--- src/rtl/uart_ls_pkg.sv ---
package uart_ls_pkg;

  typedef struct packed {
    logic silent;
    logic nostop;
    logic parity;
  } rx_tag_t;

  localparam int unsigned ST_READY   = 0;
  localparam int unsigned ST_OVERRUN = 1;
  localparam int unsigned ST_PARITY  = 2;
  localparam int unsigned ST_NOSTOP  = 3;
  localparam int unsigned ST_SILENT  = 4;
  localparam int unsigned ST_THR_MT  = 5;
  localparam int unsigned ST_TX_MT   = 6;
  localparam int unsigned ST_RXF_ERR = 7;

endpackage

--- src/rtl/ls_rx_tag_queue.sv ---
module ls_rx_tag_queue
  import uart_ls_pkg::*;
#(
  parameter int unsigned DEPTH = 16,
  localparam int unsigned PTR_W = (DEPTH > 1) ? $clog2(DEPTH) : 1,
  localparam int unsigned CNT_W = $clog2(DEPTH + 1)
) (
  input  logic             clk,
  input  logic             rst_n,
  input  logic             flush,
  input  logic             fifo_mode,
  input  logic             push,
  input  rx_tag_t          push_tag,
  input  logic             pop,
  output logic [CNT_W-1:0] count,
  output logic [CNT_W-1:0] err_cnt,
  output logic             err_any_d,
  output logic             accept,
  output logic             overrun_evt,
  output logic             head_chg,
  output rx_tag_t          head_tag_d
);

  rx_tag_t          mem [DEPTH];
  logic [PTR_W-1:0] rd_ptr, wr_ptr, rd_ptr_d, wr_ptr_d, rd_ptr_inc;
  logic [CNT_W-1:0] count_d, err_cnt_d;
  logic             cap_full, pop_ok, push_ok, overwrite;
  rx_tag_t          head_tag;

  function automatic logic [PTR_W-1:0] ptr_inc(input logic [PTR_W-1:0] p);
    ptr_inc = (p == PTR_W'(DEPTH - 1)) ? '0 : p + PTR_W'(1);
  endfunction

  assign head_tag   = mem[rd_ptr];
  assign rd_ptr_inc = ptr_inc(rd_ptr);
  assign cap_full   = fifo_mode ? (count == CNT_W'(DEPTH)) : (count != '0);
  assign pop_ok     = pop && (count != '0);
  assign push_ok    = push && (!cap_full || pop_ok);
  assign overwrite  = push && cap_full && !pop_ok && !fifo_mode;
  assign overrun_evt = push && cap_full && !pop_ok;
  assign accept     = push_ok || overwrite;

  always_comb begin
    count_d   = count;
    err_cnt_d = err_cnt;
    rd_ptr_d  = rd_ptr;
    wr_ptr_d  = wr_ptr;
    if (push_ok) begin
      wr_ptr_d = ptr_inc(wr_ptr);
      count_d  = count_d + CNT_W'(1);
      if (|push_tag) err_cnt_d = err_cnt_d + CNT_W'(1);
    end
    if (pop_ok) begin
      rd_ptr_d = rd_ptr_inc;
      count_d  = count_d - CNT_W'(1);
      if (|head_tag) err_cnt_d = err_cnt_d - CNT_W'(1);
    end
    if (overwrite) begin
      if (|head_tag) err_cnt_d = err_cnt_d - CNT_W'(1);
      if (|push_tag) err_cnt_d = err_cnt_d + CNT_W'(1);
    end
    if (flush) begin
      count_d   = '0;
      err_cnt_d = '0;
      rd_ptr_d  = '0;
      wr_ptr_d  = '0;
    end
  end

  always_comb begin
    head_chg   = 1'b0;
    head_tag_d = '0;
    if (overwrite) begin
      head_chg   = 1'b1;
      head_tag_d = push_tag;
    end else if (pop_ok) begin
      head_chg = 1'b1;
      if (count > CNT_W'(1))  head_tag_d = mem[rd_ptr_inc];
      else if (push_ok)       head_tag_d = push_tag;
    end else if (push_ok && (count == '0)) begin
      head_chg   = 1'b1;
      head_tag_d = push_tag;
    end
  end

  assign err_any_d = (err_cnt_d != '0);

  always_ff @(posedge clk or negedge rst_n) begin
    if (!rst_n) begin
      count   <= '0;
      err_cnt <= '0;
      rd_ptr  <= '0;
      wr_ptr  <= '0;
    end else begin
      count   <= count_d;
      err_cnt <= err_cnt_d;
      rd_ptr  <= rd_ptr_d;
      wr_ptr  <= wr_ptr_d;
    end
  end

  always_ff @(posedge clk) begin
    if (push_ok && !flush)   mem[wr_ptr] <= push_tag;
    if (overwrite && !flush) mem[rd_ptr] <= push_tag;
  end

  p_count_bound_r4: assert property (@(posedge clk) disable iff (!rst_n)
    count <= CNT_W'(DEPTH));

  p_full_drop_r4: assert property (@(posedge clk) disable iff (!rst_n)
    (fifo_mode && !flush && push && !pop && count == CNT_W'(DEPTH))
      |=> (count == CNT_W'(DEPTH)));

  p_single_cap_r3: assert property (@(posedge clk) disable iff (!rst_n)
    (!fifo_mode && !flush && count <= CNT_W'(1)) |=> (count <= CNT_W'(1)));

endmodule

--- src/rtl/ls_rx_flags.sv ---
module ls_rx_flags
  import uart_ls_pkg::*;
(
  input  logic    clk,
  input  logic    rst_n,
  input  logic    flush,
  input  logic    fifo_mode,
  input  logic    stat_rd,
  input  logic    accept,
  input  rx_tag_t push_tag,
  input  logic    overrun_evt,
  input  logic    head_chg,
  input  rx_tag_t head_tag_d,
  input  logic    err_any_d,
  output logic    ovr_q,
  output rx_tag_t err_q,
  output logic    rxfe_q
);

  logic    ovr_d, rxfe_d;
  rx_tag_t err_d, err_kept;

  assign err_kept = stat_rd ? rx_tag_t'('0) : err_q;

  always_comb begin
    if (flush) begin
      ovr_d  = 1'b0;
      err_d  = '0;
      rxfe_d = 1'b0;
    end else begin
      ovr_d  = overrun_evt || (ovr_q && !stat_rd);
      rxfe_d = err_any_d || (rxfe_q && !stat_rd);
      if (fifo_mode) begin
        err_d = head_chg ? head_tag_d : err_kept;
      end else begin
        err_d = err_kept | (accept ? push_tag : rx_tag_t'('0));
      end
    end
  end

  always_ff @(posedge clk or negedge rst_n) begin
    if (!rst_n) begin
      ovr_q  <= 1'b0;
      err_q  <= '0;
      rxfe_q <= 1'b0;
    end else begin
      ovr_q  <= ovr_d;
      err_q  <= err_d;
      rxfe_q <= rxfe_d;
    end
  end

  p_overrun_sticky_r5: assert property (@(posedge clk) disable iff (!rst_n)
    (ovr_q && !stat_rd && !flush) |=> ovr_q);

  p_event_beats_read_r6: assert property (@(posedge clk) disable iff (!rst_n)
    (overrun_evt && !flush) |=> ovr_q);

  p_read_clears_overrun_r5: assert property (@(posedge clk) disable iff (!rst_n)
    (stat_rd && !overrun_evt) |=> !ovr_q);

endmodule

--- src/rtl/ls_tx_flags.sv ---
module ls_tx_flags (
  input  logic clk,
  input  logic rst_n,
  input  logic fifo_mode,
  input  logic tx_data_write,
  input  logic tx_hold_to_shift,
  input  logic tx_fifo_empty,
  input  logic tx_shift_idle,
  input  logic tx_irq_en,
  output logic thre_q,
  output logic temt_q,
  output logic tx_irq
);

  logic fe_q, thre_d, temt_d, set_thre;

  assign set_thre = fifo_mode ? (tx_fifo_empty && !fe_q) : tx_hold_to_shift;

  always_comb begin
    if (tx_data_write)  thre_d = 1'b0;
    else if (set_thre)  thre_d = 1'b1;
    else                thre_d = thre_q;
    temt_d = (fifo_mode ? tx_fifo_empty : thre_d) && tx_shift_idle && !tx_data_write;
  end

  always_ff @(posedge clk or negedge rst_n) begin
    if (!rst_n) begin
      thre_q <= 1'b1;
      temt_q <= 1'b1;
      fe_q   <= 1'b1;
    end else begin
      thre_q <= thre_d;
      temt_q <= temt_d;
      fe_q   <= tx_fifo_empty;
    end
  end

  assign tx_irq = thre_q && tx_irq_en;

  p_write_clears_thre_r9: assert property (@(posedge clk) disable iff (!rst_n)
    tx_data_write |=> !thre_q);

  p_temt_needs_idle_r10: assert property (@(posedge clk) disable iff (!rst_n)
    !tx_shift_idle |=> !temt_q);

  p_single_temt_r10: assert property (@(posedge clk) disable iff (!rst_n)
    (!fifo_mode && !thre_d) |=> !temt_q);

endmodule

--- src/rtl/uart_line_status.sv ---
module uart_line_status
  import uart_ls_pkg::*;
#(
  parameter int unsigned DEPTH = 16,
  localparam int unsigned CNT_W = $clog2(DEPTH + 1)
) (
  input  logic       clk,
  input  logic       rst_n,
  input  logic       fifo_mode,
  input  logic       rx_char_strobe,
  input  logic       rx_parity_bad,
  input  logic       rx_stop_missing,
  input  logic       rx_line_silent,
  input  logic       rx_data_read,
  input  logic       tx_data_write,
  input  logic       tx_hold_to_shift,
  input  logic       tx_fifo_empty,
  input  logic       tx_shift_idle,
  input  logic       tx_irq_en,
  input  logic       stat_rd,
  output logic [7:0] status_byte,
  output logic       tx_irq
);

  logic             mode_q, flush;
  rx_tag_t          in_tag, head_tag_d, err_q;
  logic [CNT_W-1:0] count, err_cnt;
  logic             err_any_d, accept, overrun_evt, head_chg;
  logic             ovr_q, rxfe_q, thre_q, temt_q;

  always_ff @(posedge clk or negedge rst_n) begin
    if (!rst_n) mode_q <= 1'b0;
    else        mode_q <= fifo_mode;
  end

  assign flush  = (fifo_mode != mode_q);
  assign in_tag = '{silent: rx_line_silent, nostop: rx_stop_missing, parity: rx_parity_bad};

  ls_rx_tag_queue #(.DEPTH(DEPTH)) u_queue (
    .clk        (clk),
    .rst_n      (rst_n),
    .flush      (flush),
    .fifo_mode  (fifo_mode),
    .push       (rx_char_strobe),
    .push_tag   (in_tag),
    .pop        (rx_data_read),
    .count      (count),
    .err_cnt    (err_cnt),
    .err_any_d  (err_any_d),
    .accept     (accept),
    .overrun_evt(overrun_evt),
    .head_chg   (head_chg),
    .head_tag_d (head_tag_d)
  );

  ls_rx_flags u_rx_flags (
    .clk        (clk),
    .rst_n      (rst_n),
    .flush      (flush),
    .fifo_mode  (fifo_mode),
    .stat_rd    (stat_rd),
    .accept     (accept),
    .push_tag   (in_tag),
    .overrun_evt(overrun_evt),
    .head_chg   (head_chg),
    .head_tag_d (head_tag_d),
    .err_any_d  (err_any_d),
    .ovr_q      (ovr_q),
    .err_q      (err_q),
    .rxfe_q     (rxfe_q)
  );

  ls_tx_flags u_tx_flags (
    .clk             (clk),
    .rst_n           (rst_n),
    .fifo_mode       (fifo_mode),
    .tx_data_write   (tx_data_write),
    .tx_hold_to_shift(tx_hold_to_shift),
    .tx_fifo_empty   (tx_fifo_empty),
    .tx_shift_idle   (tx_shift_idle),
    .tx_irq_en       (tx_irq_en),
    .thre_q          (thre_q),
    .temt_q          (temt_q),
    .tx_irq          (tx_irq)
  );

  always_comb begin
    status_byte             = '0;
    status_byte[ST_READY]   = (count != '0);
    status_byte[ST_OVERRUN] = ovr_q;
    status_byte[ST_PARITY]  = err_q.parity;
    status_byte[ST_NOSTOP]  = err_q.nostop;
    status_byte[ST_SILENT]  = err_q.silent;
    status_byte[ST_THR_MT]  = thre_q;
    status_byte[ST_TX_MT]   = temt_q;
    status_byte[ST_RXF_ERR] = rxfe_q && fifo_mode;
  end

  p_summary_holds_r8: assert property (@(posedge clk) disable iff (!rst_n)
    (err_cnt != '0) |-> rxfe_q);

  p_flush_empties_r12: assert property (@(posedge clk) disable iff (!rst_n)
    flush |=> (count == '0 && !ovr_q && err_q == '0));

  p_errcnt_le_count_r7: assert property (@(posedge clk) disable iff (!rst_n)
    err_cnt <= count);

endmodule

--- config.mk ---
export PLATFORM = sky130hd
export DESIGN_NAME = uart_line_status
export DESIGN_NICKNAME = d
export VERILOG_FILES = /design/src/rtl/uart_ls_pkg.sv /design/src/rtl/ls_rx_tag_queue.sv /design/src/rtl/ls_rx_flags.sv /design/src/rtl/ls_tx_flags.sv /design/src/rtl/uart_line_status.sv
export SDC_FILE = /design/constraint.sdc
export NUM_CORES = 1
export LEC_CHECK = 0
export ABC_AREA = 1
export BUFFER_PORTS_ARGS = -buffer_cell sky130_fd_sc_hd__buf_2
export CAP_MARGIN = 20
export CORE_MARGIN = 2
export CORE_UTILIZATION = 25
export CTS_CLUSTER_DIAMETER = 100
export CTS_CLUSTER_SIZE = 28
export DETAILED_ROUTE_END_ITERATION = 7
export SLEW_MARGIN = 20
export SYNTH_ARGS = -nofsm -noshare
export SYNTH_HDL_FRONTEND = slang
export SYNTH_SLANG_ARGS = --single-unit
export TNS_END_PERCENT = 50
--- constraint.sdc ---
create_clock -name clk -period 8.3 [get_ports clk]
set_clock_uncertainty 0.1 [all_clocks]
set_input_delay 0 -clock clk [delete_from_list [all_inputs] [get_ports clk]]
set_output_delay 0 -clock clk [all_outputs]
set_load 0.05 [all_outputs]
* After elaboration in Yosys (flattened, before gate mapping) *
Memories as Yosys holds them, arrays and structs flattened.
Index checks and enable logic that the tools add are counted.

word-level totals
  register bits = 27
  memory bits (writable) = 48
  input bits = 14
  output and inout bits = 9
  logic and storage cells = 107
  memories kept = 1

cells by class
  $add $sub $neg = 8
  magnitude comparators = 1
  equality and inequality tests = 4
  mux-type cells = 45
  bitwise operators = 1
  reduce and logical (&&, ||, !) cells = 34

memory list
  memory       depth  bits a word  rd ports  clocked after memory_dff  wr ports  RTL line               source
  u_queue.mem  16     3            2         0                         1         ls_rx_tag_queue.sv:24  rx_tag_t mem [DEPTH];

operators with widths
  cell                 count
  $mux 5               12
  $mux 3               11
  $mux 4               7
  $add 5x1->5 const B  3
  $logic_and 1x1->1    15
  $mux 1               15
  $sub 5x1->5 const B  3
  $reduce_bool 5->1    2
  $reduce_or 3->1      3
  $add 4x1->4 const B  2
  $eq 4x4->1 const B   2
  $logic_not 1->1      7
  $eq 5x5->1 const B   1
  $gt 5x1->1 const B   1
  $logic_not 5->1      1
  $logic_or 1x1->1     4
  $reduce_bool 2->1    2
  $or 3x3->3           1
  $ne 1x1->1           1

* Logic depth before layout (Yosys ltp) *
  word-level depth = 19
  gate-level depth with buffers = 28
  mapped depth without buffers = 28

* By module *
Synthesis repeated with hierarchy kept, for this count alone.

unflattened totals
  cells, all modules = 568
  area, all modules = 4556.9 µm²

modules (own cells, without submodules)
  module            instances  cells an instance  area an instance (µm²)  seq. area each (µm²)
  ls_rx_tag_queue   1          500                4062.6                  1891.8
  ls_rx_flags       1          38                 270.3                   125.1
  ls_tx_flags       1          16                 137.6                   78.8
  uart_line_status  1          14                 86.3                    25.0

* Worst setup path after synthesis *
No wires, ideal clock.

  path kind = reg-to-reg
  from = register u_queue.count[1]
  to = register u_rx_flags.rxfe_q
  arrival = 2.977 ns
  setup slack = 5.103 ns
  stages on the path, launching flop included = 26
  period minus slack after synthesis = 3.197 ns
  cells stage by stage = dfrtp_1 inv_1 ha_1 nand3_4 nand3_4 nand2_4 buf_6 nand2_4 nand2_4 inv_2 nand4_1 nand2_1 inv_1 ha_1 o21ai_1 ha_1 nand2_1 nand3_1 nand3_1 nand2_1 nor2_1 nand2_1 nand2_1 nand2_1 inv_1 nand2_1

on the way
  cells in the longest elaborated chain, start to end = 19

ends and longest elaborated chain
  element                      RTL line                source
  start, declared              ls_rx_tag_queue.sv:15   output logic [CNT_W-1:0] count,
  start signal, assigned       ls_rx_tag_queue.sv:95   count <= count_d;
  $reduce_bool 5->1 (*)        n/a
  named net status_byte[0]     uart_line_status.sv:21  output logic [7:0] status_byte,
  $mux 1                       ls_rx_tag_queue.sv:36   assign cap_full = fifo_mode ? (count == CNT_W'(DEPTH)) : (count != '0);
  $logic_not 1->1              ls_rx_tag_queue.sv:38   assign push_ok = push && (!cap_full || pop_ok);
  $logic_or 1x1->1             ls_rx_tag_queue.sv:38
  $logic_and 1x1->1            ls_rx_tag_queue.sv:38
  $mux 5                       ls_rx_tag_queue.sv:48   if (push_ok) begin
  $sub 5x1->5                  ls_rx_tag_queue.sv:56   if (|head_tag) err_cnt_d = err_cnt_d - CNT_W'(1);
  [... 5 more ...]             n/a
  $add 5x1->5                  ls_rx_tag_queue.sv:60   if (|push_tag) err_cnt_d = err_cnt_d + CNT_W'(1);
  $mux 5                       ls_rx_tag_queue.sv:60
  $mux 5 (*)                   ls_rx_tag_queue.sv:58   if (overwrite) begin
  $mux 5 (*)                   ls_rx_tag_queue.sv:62   if (flush) begin
  $reduce_bool 5->1 (*)        ls_rx_tag_queue.sv:86   assign err_any_d = (err_cnt_d != '0);
  $logic_or 1x1->1 (*)         ls_rx_flags.sv:32       rxfe_d = err_any_d || (rxfe_q && !stat_rd);
  $mux 1 (*)                   ls_rx_flags.sv:26       if (flush) begin
  named net u_rx_flags.rxfe_d  ls_rx_flags.sv:20       logic ovr_d, rxfe_d;
  end signal, assigned         ls_rx_flags.sv:49       rxfe_q <= rxfe_d;
  end, declared                ls_rx_flags.sv:17       output logic rxfe_q

The timed path passes the listed nets; every way through them passes the cells marked *. The select of a mux whose other input is x is not followed.
A chain may end at the register's enable or synchronous reset.

==> qor.txt <==
Outcome = finished clean
FF+latch count, synth = 75
Nets = 630
Initial drt markers = 270
Avg WL per Cell = 13.3 um
TNS Setup = 0 ns
First-pass GRT wire length = 18700 um
Initial Util = 0.255
Cell Pwr Density = 333 mW/mm^2
H-tree depth = 3
# port buffers = 22
Clock sink count = 75
Die area = 0.0193 sq mm
Min-Delay Path Class = input port to flop
Final setup fails = 0
Hold Fails Final Rpt = 0
Area grow syn2layout = 15.4%
Synth warn = 0
Avg Inst Size Synth = 7.85 sq um
Maximum number of pins on one net before global-route repair = 33
Worst slew pin tran = 0.998 ns
CTS tree = built
1st-pass router iterations = 5
Clk_lat worst skew = 0.34 ns
Critical Path Source Type = flop
Filler instances = 1934
Num CTS Buffers = 9
Worst Path Class, Setup = flop to flop
Vias per inst = 4.63
Max_cap viols = 0
CTS Hold Bufs = 11
RSZ-0062 raised after global routing = false
HP Start = rx_stop_missing
CP max FO = 32
WHS = 0.0176 ns
# IOs = 23
Cell area after synthesis = 0.00456 sq mm
Achievable Freq = 0.253 GHz
Die width = 139 um
Cts repair resizes = 0
Initial antenna violation count = 0
Slowest stage delay, CP = 0.77 ns
Gpl congestion = 0.897
Syn_nets = 604
Cells after Synth = 581
CTS max path bufs = 2
Antenna-violating nets left = 0
Post-DP HPWL = 7890 um
Worst Path Arrival = 4.07 ns
Worst path cell trace = ha_1, nand2_1, inv_1, nand2_1, nand2_1, clkinv_1, nand2_1, a32o_1, o211ai_1, nand2_1, nand2_1, a21oi_1, o21ai_0, nand3_1, o21ai_0
Root buffer cell = clkbuf_16
Total wire length = 11200 um
DRC violations left = 0
DIE HEIGHT = 139 um
Slowest cell on crit path = clkinv_1
GRT overflow = 0
Yosys cell types = 42
Worst R2R Start = u_queue.rd_ptr[0]$_DFFE_PN0P_
Clock-pin slew on the worst setup and hold paths = 0.06 ns
Seq/Total Area, Yosys = 0.465
# rows = 49
Asr flop ratio synth = 0.360
Most used DFF post-synth = edfxtp_1
Layout cell share with drive strength beyond 1 = 0.109
Crit path time final = 3.95 ns
Leakage power figure = 0.00232 uW
Global-route usage over all layers = 0.120
Crit path top cell by count = nand2_1
Slew margin rel. = 0.333
Area of the core = 0.0179 sq mm
Post-CTS Setup Inserts = 0
Slew Viols, Final = 0
Via count = 3898
# diodes = 0
Final period util = 0.476
EDFF count, synth = 48
Crit. Startpoint = u_queue.rd_ptr[0]$_DFFE_PN0P_
WP data required = 8.42 ns
Vias in the first global route = 3752
Worst setup EP type = flop
VDD IR-drop max = 0.000104 V
==> through the flow <==
| stage | util | total power, uW | instance area (sq um) | std cells | setup slack (ns) |
|---|---|---|---|---|---|
| floorplan | - | 1190 | 4560 | 581 | 5.10 |
| global placement | 0.271 | 1350 | 4860 | 814 | 4.39 |
| detailed placement | 0.271 | 1350 | 4860 | 814 | 4.45 |
| CTS | 0.294 | 1760 | 5270 | 841 | 4.44 |
| global route | 0.294 | 1900 | 5270 | 841 | 4.00 |
| finish | 0.294 | 1750 | 5270 | 841 | 4.35 |
==> layout by cell type, fill, tap and decap left out, types with 5 or more instances in the layout <==
cell / count
dfrtp_1: 24
edfxtp_1: 48
dlygate4sd3_1: 11
ha_1: 9
inv_1: 75
nor2_1: 73
nand3_1: 62
inv_2: 5
o21ai_0: 34
a21oi_1: 23
nand2_2: 7
nand4_1: 6
o211ai_1: 7
nand2_1: 142
clkbuf_16: 9
xor2_1: 7
buf_2: 22
==> power breakdown <==
part           switching, uW  internal [uW]
Sequential              44.8            439
Clock                    157            234
Combinational            598            278
Total                    800            951
==> kinds of logic (layout without fill, tap and decap cells) <==
| kind of cell | Yosys count | after routing | share of synthesized area |
|---|---|---|---|
| AOI/OAI and AO/OA | 79 | 79 | 0.0996 |
| xor gates and xnor gates | 9 | 9 | 0.0173 |
| adders and majority gates | 9 | 9 | 0.0247 |
| buffers and inverters | 101 | 132 | 0.0905 |
| DFF | 75 | 75 | 0.465 |
| and+or+nand+nor | 308 | 308 | 0.303 |
==> worst max-delay path: cells and delay by family, from the launching register on <==
kind | cells | cell delay, ns
AO/OA/AOI/OAI | 5 | 0.64
adder cells (fa/ha/maj) | 1 | 0.25
buffers and inverters | 2 | 0.86
flip-flops | 1 | 0.61
AND/OR/NAND/NOR | 7 | 1.36
==> sequential cells by signal, indices dropped and copies added, names as in the netlist, 3 cells and up <==
name,flops
u_queue.count,5
u_queue.err_cnt,5
u_queue.mem,48
u_queue.rd_ptr,4
u_queue.wr_ptr,4
u_rx_flags.err_q,3
==> cell usage after synthesis (7+ instances only) <==
| library cell | count | area share |
|---|---|---|
| edfxtp_1 | 48 | 0.32 |
| a21oi_1 | 23 | 0.025 |
| o211ai_1 | 7 | 0.012 |
| nand2_1 | 142 | 0.12 |
| nand3_1 | 62 | 0.068 |
| nand2_2 | 7 | 0.0096 |
| dfrtp_1 | 24 | 0.13 |
| ha_1 | 9 | 0.025 |
| inv_1 | 75 | 0.062 |
| nor2_1 | 73 | 0.060 |
| xor2_1 | 7 | 0.013 |
| clkbuf_1 | 7 | 0.0058 |
| o21ai_0 | 34 | 0.037 |
==> metal layers <==
layer / wire length, um / GRT usage
met1: 5140 / 0.156
met2: 5370 / 0.198
met3: 437 / 0.0207
met4: 250 / 0.0489
met5: 0 / 0
==> path summary, 6_finish.rpt <==
path | depth (start not counted) | slack, ns | endpoint
worst max-delay path | 15 | 4.35 | u_rx_flags.err_q[2]$_DFF_PN0_
worst min-delay path | 1 | 0.02 | u_queue.mem[9][1]$_DFFE_PP_
worst max register to register | 15 | 4.35 | u_rx_flags.err_q[2]$_DFF_PN0_
worst min register to register | 2 | 0.47 | u_queue.wr_ptr[2]$_DFFE_PN0P_
max in group asynchronous | 2 | 7.55 | u_rx_flags.err_q[0]$_DFF_PN0_
min in group asynchronous | 2 | 0.13 | u_queue.count[4]$_DFF_PN0_
==> layout make-up <==
| type | instances | area [sq um] | share of cell area |
|---|---|---|---|
| inverter | 83 | 312 | 0.0592 |
| tap | 229 | 287 | 0.0544 |
| clock inverter | 7 | 73.8 | 0.0140 |
| clock buffer | 9 | 225 | 0.0428 |
| sequential | 75 | 2120 | 0.403 |
| multi-input combinational | 405 | 2030 | 0.385 |
| timing repair buffer | 33 | 220 | 0.0418 |
Power figures use the tool's default switching activity.
